===== config.mk =====
export PLATFORM = sky130hd
export DESIGN_NAME = pscl_cfg_top
export DESIGN_NICKNAME = d
export VERILOG_FILES = /design/src/rtl/pscl_pkg.sv /design/src/rtl/pscl_rst_sync.sv /design/src/rtl/pscl_cfg_reg.sv /design/src/rtl/pscl_divider.sv /design/src/rtl/pscl_cfg_top.sv
export SDC_FILE = /design/constraint.sdc
export NUM_CORES = 1
export LEC_CHECK = 0
export CAP_MARGIN = 40
export CORE_MARGIN = 2
export CORE_UTILIZATION = 44
export CTS_CLUSTER_DIAMETER = 40
export CTS_CLUSTER_SIZE = 20
export DETAILED_ROUTE_END_ITERATION = 10
export GPL_TIMING_DRIVEN = 0
export PLACE_DENSITY = 0.72
export REMOVE_ABC_BUFFERS = 1
export SLEW_MARGIN = 5
export SYNTH_ARGS = -nofsm -noshare
export SYNTH_HDL_FRONTEND = slang
export SYNTH_SLANG_ARGS = --single-unit

===== constraint.sdc =====
create_clock -name clk -period 0.8 [get_ports clk]
set_clock_uncertainty 0.2 [all_clocks]
set_input_delay 0.08 -clock clk [delete_from_list [all_inputs] [get_ports clk]]
set_output_delay 0.08 -clock clk [all_outputs]
set_load 0.05 [all_outputs]

===== src/rtl/pscl_pkg.sv =====
package pscl_pkg;
  localparam int CODE_W  = 3;
  localparam int RATIO_W = CODE_W + 2;
  localparam int NUM_CH  = 2;

  typedef enum logic [0:0] {CH_WD = 1'b0, CH_CS = 1'b1} pscl_ch_e;

  typedef logic [CODE_W-1:0]  code_t;
  typedef logic [RATIO_W-1:0] ratio_t;

  // code 0 -> 1, code k -> 2k
  function automatic ratio_t code_to_ratio(input code_t code);
    ratio_t r;
    if (code == '0) r = ratio_t'(1);
    else            r = ratio_t'({code, 1'b0});
    return r;
  endfunction
endpackage


===== src/rtl/pscl_rst_sync.sv =====
module pscl_rst_sync #(
  parameter int STAGES = 2
) (
  input  logic clk,
  input  logic arst_n,
  output logic rst_n_o
);
  logic [STAGES-1:0] sync_q;
  logic [STAGES-1:0] sync_d;

  always_comb begin
    sync_d = {sync_q[STAGES-2:0], 1'b1};
  end

  always_ff @(posedge clk or negedge arst_n) begin
    if (!arst_n) sync_q <= '0;
    else         sync_q <= sync_d;
  end

  assign rst_n_o = sync_q[STAGES-1];
endmodule


===== src/rtl/pscl_cfg_reg.sv =====
module pscl_cfg_reg
  import pscl_pkg::*;
(
  input  logic              clk,
  input  logic              rst_n,
  input  logic              wr_en_i,
  input  logic [CODE_W:0]   wr_data_i,
  output code_t             code_o [NUM_CH],
  output logic [NUM_CH-1:0] load_o
);
  code_t             code_q [NUM_CH];
  code_t             code_d [NUM_CH];
  logic [NUM_CH-1:0] load_d;
  pscl_ch_e          sel;

  always_comb begin
    sel = pscl_ch_e'(wr_data_i[CODE_W]);
  end

  for (genvar ch = 0; ch < NUM_CH; ch++) begin : g_field
    always_comb begin
      load_d[ch] = wr_en_i && (sel == pscl_ch_e'(ch));
      code_d[ch] = code_q[ch];
      if (load_d[ch]) code_d[ch] = wr_data_i[CODE_W-1:0];
    end

    always_ff @(posedge clk or negedge rst_n) begin
      if (!rst_n)          code_q[ch] <= '0;
      else if (load_d[ch]) code_q[ch] <= code_d[ch];
    end

    assign code_o[ch] = code_q[ch];
  end

  assign load_o = load_d;
endmodule


===== src/rtl/pscl_divider.sv =====
module pscl_divider
  import pscl_pkg::*;
#(
  parameter int CNT_W = RATIO_W
) (
  input  logic   clk,
  input  logic   rst_n,
  input  logic   clr_i,
  input  logic   base_tick_i,
  input  ratio_t ratio_i,
  output logic   tick_o
);
  logic [CNT_W-1:0] cnt_q, cnt_d;
  logic             tick_q, tick_d;
  logic             cnt_en;
  logic             at_end;

  always_comb begin
    at_end = ({{(32-CNT_W){1'b0}}, cnt_q} >= (32'(ratio_i) - 32'd1));
    cnt_en = clr_i || base_tick_i;
    cnt_d  = cnt_q;
    tick_d = 1'b0;
    if (clr_i) begin
      cnt_d = '0;
    end else if (base_tick_i) begin
      if (at_end) begin
        cnt_d  = '0;
        tick_d = 1'b1;
      end else begin
        cnt_d = cnt_q + 1'b1;
      end
    end
  end

  always_ff @(posedge clk or negedge rst_n) begin
    if (!rst_n)      cnt_q <= '0;
    else if (cnt_en) cnt_q <= cnt_d;
  end

  always_ff @(posedge clk or negedge rst_n) begin
    if (!rst_n) tick_q <= 1'b0;
    else        tick_q <= tick_d;
  end

  assign tick_o = tick_q;
endmodule


===== src/rtl/pscl_cfg_top.sv =====
module pscl_cfg_top
  import pscl_pkg::*;
(
  input  logic              clk,
  input  logic              rst_n,
  input  logic              wr_en_i,
  input  logic [CODE_W:0]   wr_data_i,
  input  logic [CODE_W:0]   wd_status_i,
  input  logic              win_mode_i,
  input  logic              base_tick_i,
  output logic [CODE_W:0]   rd_data_o,
  output logic [CODE_W-1:0] wd_code_o,
  output logic [CODE_W-1:0] cs_code_o,
  output logic              wd_tick_o,
  output logic              cs_tick_o
);
  logic              rst_n_s;
  code_t             code [NUM_CH];
  logic [NUM_CH-1:0] load;
  ratio_t            ratio [NUM_CH];
  logic [NUM_CH-1:0] tick;

  pscl_rst_sync #(.STAGES(2)) u_rst_sync (
    .clk     (clk),
    .arst_n  (rst_n),
    .rst_n_o (rst_n_s)
  );

  pscl_cfg_reg u_cfg (
    .clk       (clk),
    .rst_n     (rst_n_s),
    .wr_en_i   (wr_en_i),
    .wr_data_i (wr_data_i),
    .code_o    (code),
    .load_o    (load)
  );

  for (genvar ch = 0; ch < NUM_CH; ch++) begin : g_div
    if (ch == int'(CH_WD)) begin : g_wd_ratio
      always_comb ratio[ch] = win_mode_i ? code_to_ratio(code[ch]) : ratio_t'(1);
    end else begin : g_cs_ratio
      always_comb ratio[ch] = code_to_ratio(code[ch]);
    end

    pscl_divider #(.CNT_W(RATIO_W)) u_div (
      .clk         (clk),
      .rst_n       (rst_n_s),
      .clr_i       (load[ch]),
      .base_tick_i (base_tick_i),
      .ratio_i     (ratio[ch]),
      .tick_o      (tick[ch])
    );
  end

  always_comb begin
    rd_data_o = wr_en_i ? wd_status_i : '0;
  end

  assign wd_code_o = code[CH_WD];
  assign cs_code_o = code[CH_CS];
  assign wd_tick_o = tick[CH_WD];
  assign cs_tick_o = tick[CH_CS];
endmodule


==> flow_metrics.tcl <==
set metrics [dict create \
    wirelength_um 3040 \
    rsz0062_at_grt "yes" \
    start_util_pct 46.3 \
    vdd_drop_max_v 0.00200 \
    die_area_um2 3030 \
    core-area_um2 2480 \
    fin_crit_ns 2.57 \
    p_int_mw 2.72 \
    combPwrFrac_pct 57.1 \
    r2r_end "g_div[0].u_div.cnt_q[3]$_DFFE_PN0P_" \
    synth_commonest_cells "dfrtp_1, ha_1, nand2_1" \
    crit_cells 10 \
    num_rows 18 \
    r2r_cells 10 \
    grt_usage_pct 19.4 \
    diodes 0 \
    cts_sinks 20 \
    drv_slew 0 \
    synth_edf_count 0 \
    yosysWarnings 0 \
    num_io_pins 25 \
    netSwitchingFraction_pct 41.3 \
    critical_path.slowest_cell "dfrtp_2" \
    layout-drive-gt1-share_pct 49.7 \
    post-route-worst-setup-slack_ns -1.77 \
    area_growth_pct 52.7 \
    hold_viol 7 \
    status "finished, violations left" \
    use_met1_pct 23.6 \
    async_flop_share_pct 100 \
    tns_ns -22.82 \
    max_clock_freq_mhz 389 \
    chipWidth_um 55.1 \
    path_class "reg -> reg" \
    busiest_layer "met2" \
    p_leak_nw 0.790 \
    synth_top_area_share_pct 43.6 \
    seq_area_um2 508 \
    critPathMaxStageDelay_ns 0.45 \
    gp_congestion 0.738 \
    seqPwrFrac_pct 32.8 \
    grt_max_degree 19 \
    path_clk_slew_ns 0.11 \
    grtUsageMet3_pct 3.76 \
    cts_tree "yes" \
    grt_pass1_vias 927 \
    crit_path_end_kind "flop" \
    syn_inst 108 \
    cts_buffers 3 \
    synth_cell_type_count 32 \
    worst_skew_pair.late_latency_ns 0.30 \
    crit_family "compound AO/OA/AOI/OAI gates" \
    violations "negative hold slack, negative setup slack" \
    avgSynthCellArea_um2 10.6 \
    first_pass_iters 4 \
    grt_antenna_before_repair 0 \
    holdWs_ns -0.277 \
    setup_violations 26 \
    num-fill-cells 192 \
    cts-root-buf "clkbuf_4" \
    path_cells "o31a_1, ha_4, xor2_2, ha_1, o211ai_1, o21ai_2, a211oi_4, buf_6, nand2_1, a31oi_1" \
    arrival_ns 2.58 \
    cts.path.max_buffers 2 \
    place_hpwl_um 1810 \
    path_max_fanout 6 \
    p_sw_mw 1.92 \
    yosysSeqAreaShare_pct 43.6 \
    critPathRequiredTime_ns 0.81 \
    multiInputGateArea_um2 761 \
    ys_seq_elements 20 \
    synth.area.top_cells "dfrtp_1, ha_1, mux2_2" \
    finalPower_mw 4.64 \
    wl_per_cell_um 17.0 \
    critPathBufInv 1 \
    via_per_inst 5.74 \
    grt_pass1_wl_um 4150 \
    fin_crit_sh_pct 321 \
    yosys.cell_count.top_type "dfrtp_1" \
    maxCapViolCount 0 \
    clock_power_share_pct 10.1 \
    cts_max_level 1 \
    powerDensity_nw_per_um2 2650 \
    numPortBuffers 24 \
    startpoint_type "flop" \
    overflow 0 \
    final_net_count 176 \
    use_met2_pct 34.3 \
    drt_iter0_markers 22 \
    synth_area_um2 1150 \
    die_h_um 55.1 \
    worstHoldPathType "in -> async" \
    drc 0 \
    num_vias 1028 \
    final_antenna_net_count 0 \
    r2r-start "u_cfg.code_o[5]$_DFFE_PN0P_" \
    yosysTopAreaCell "dfrtp_1" \
    synth_flop_cell "dfrtp_1" \
    r2r_slack_ns -1.77 \
]
==> layout by cell type, fill, tap and decap left out, types with 3 or more instances in the layout <==
| cell | instances |
|---|---|
| o21ai_2 | 6 |
| buf_4 | 5 |
| dfrtp_1 | 16 |
| a21oi_1 | 4 |
| inv_1 | 5 |
| nor2_1 | 3 |
| mux2_4 | 3 |
| and2_4 | 4 |
| ha_2 | 3 |
| mux2_2 | 3 |
| clkbuf_4 | 3 |
| clkdlybuf4s50_1 | 6 |
| ha_1 | 8 |
| buf_6 | 14 |
| nand3_1 | 4 |
| nand2_1 | 10 |
| buf_8 | 8 |
| dfrtp_2 | 3 |
==> registers in the layout, indices dropped and copies added, names as in the netlist <==
name / flops
u_cfg.code_o: 6
u_rst_sync.sync_q: 2
g_div.u_div.tick_o: 2
g_div.u_div.cnt_q: 10
==> worst max path at each step <==
| stage | from | end |
|---|---|---|
| after floorplan | u_cfg.code_o[3]$_DFFE_PN0P_ | g_div[0].u_div.cnt_q[3]$_DFFE_PN0P_ |
| after global placement | win_mode_i | g_div[0].u_div.cnt_q[3]$_DFFE_PN0P_ |
| after detailed placement | win_mode_i | g_div[0].u_div.cnt_q[3]$_DFFE_PN0P_ |
| after CTS | u_cfg.code_o[3]$_DFFE_PN0P_ | g_div[0].u_div.cnt_q[3]$_DFFE_PN0P_ |
| after global routing | u_cfg.code_o[5]$_DFFE_PN0P_ | g_div[0].u_div.cnt_q[3]$_DFFE_PN0P_ |
| final | u_cfg.code_o[5]$_DFFE_PN0P_ | g_div[0].u_div.cnt_q[3]$_DFFE_PN0P_ |
==> cell families after synthesis <==
logic type                 count (synthesis)  share of synthesized area, %
xor gates and xnor gates                   3                          2.29
other                                      1                         0.327
muxes                                      6                          5.89
AOI/OAI and AO/OA                         27                          16.8
DFF                                       20                          43.6
adders and majority gates                 12                          13.1
buffers and inverters                      5                          1.64
and+or+nand+nor                           34                          16.4
==> layout make-up <==
class / count / area share (%)
flip-flops and latches: 20 / 29.0
inverters: 5 / 1.07
repair buffers: 38 / 23.1
well taps: 30 / 2.14
clock buffers: 3 / 1.29
multi-input cells: 83 / 43.4
==> per-stage QoR <==
| step | setup WS, ns | hold WS, ns | instance area [µm²] | util [%] | cells |
|---|---|---|---|---|---|
| 2_1_floorplan | -1.87 | -0.416 | 1150 | - | 108 |
| 3_3_place_gp | -1.75 | 0.0481 | 1430 | 57.5 | 162 |
| 3_5_place_dp | -1.89 | 0.0521 | 1430 | 57.5 | 162 |
| 4_1_cts | -1.66 | -0.267 | 1630 | 65.7 | 172 |
| 5_1_grt | -1.88 | -0.279 | 1750 | 70.7 | 179 |
| 6_report | -1.77 | -0.277 | 1750 | 70.7 | 179 |
==> repair_timing <==
item / in CTS / in global routing
setup endpoints to repair: 48 / 30
gates cloned: 0 / 0
gates resized for setup: 136 / 25
buffers inserted: 7 / 7
hold endpoints to repair: 2 / 2
pin swaps: 12 / 5
==> power by group through the flow <==
stage          Sequential [mW]  Combinational [mW]  Clock, mW
6_report                  1.52                2.65      0.468
5_1_grt                   1.55                2.84      0.511
4_1_cts                   1.50                2.15      0.468
3_5_place_dp              1.51                1.66          0
3_3_place_gp              1.50                1.57          0
2_1_floorplan             1.71               0.963          0
==> metal layers <==
metal / share of wire [%] / up-vias / wire length (µm)
met3: 7.6 / 10 / 230
met4: 2.0 / 0 / 61
met2: 52 / 49 / 1580
met5: 0 / - / 0
li1: - / 472 / -
met1: 38 / 497 / 1170
Note: power is estimated with default switching activity, not from simulation.
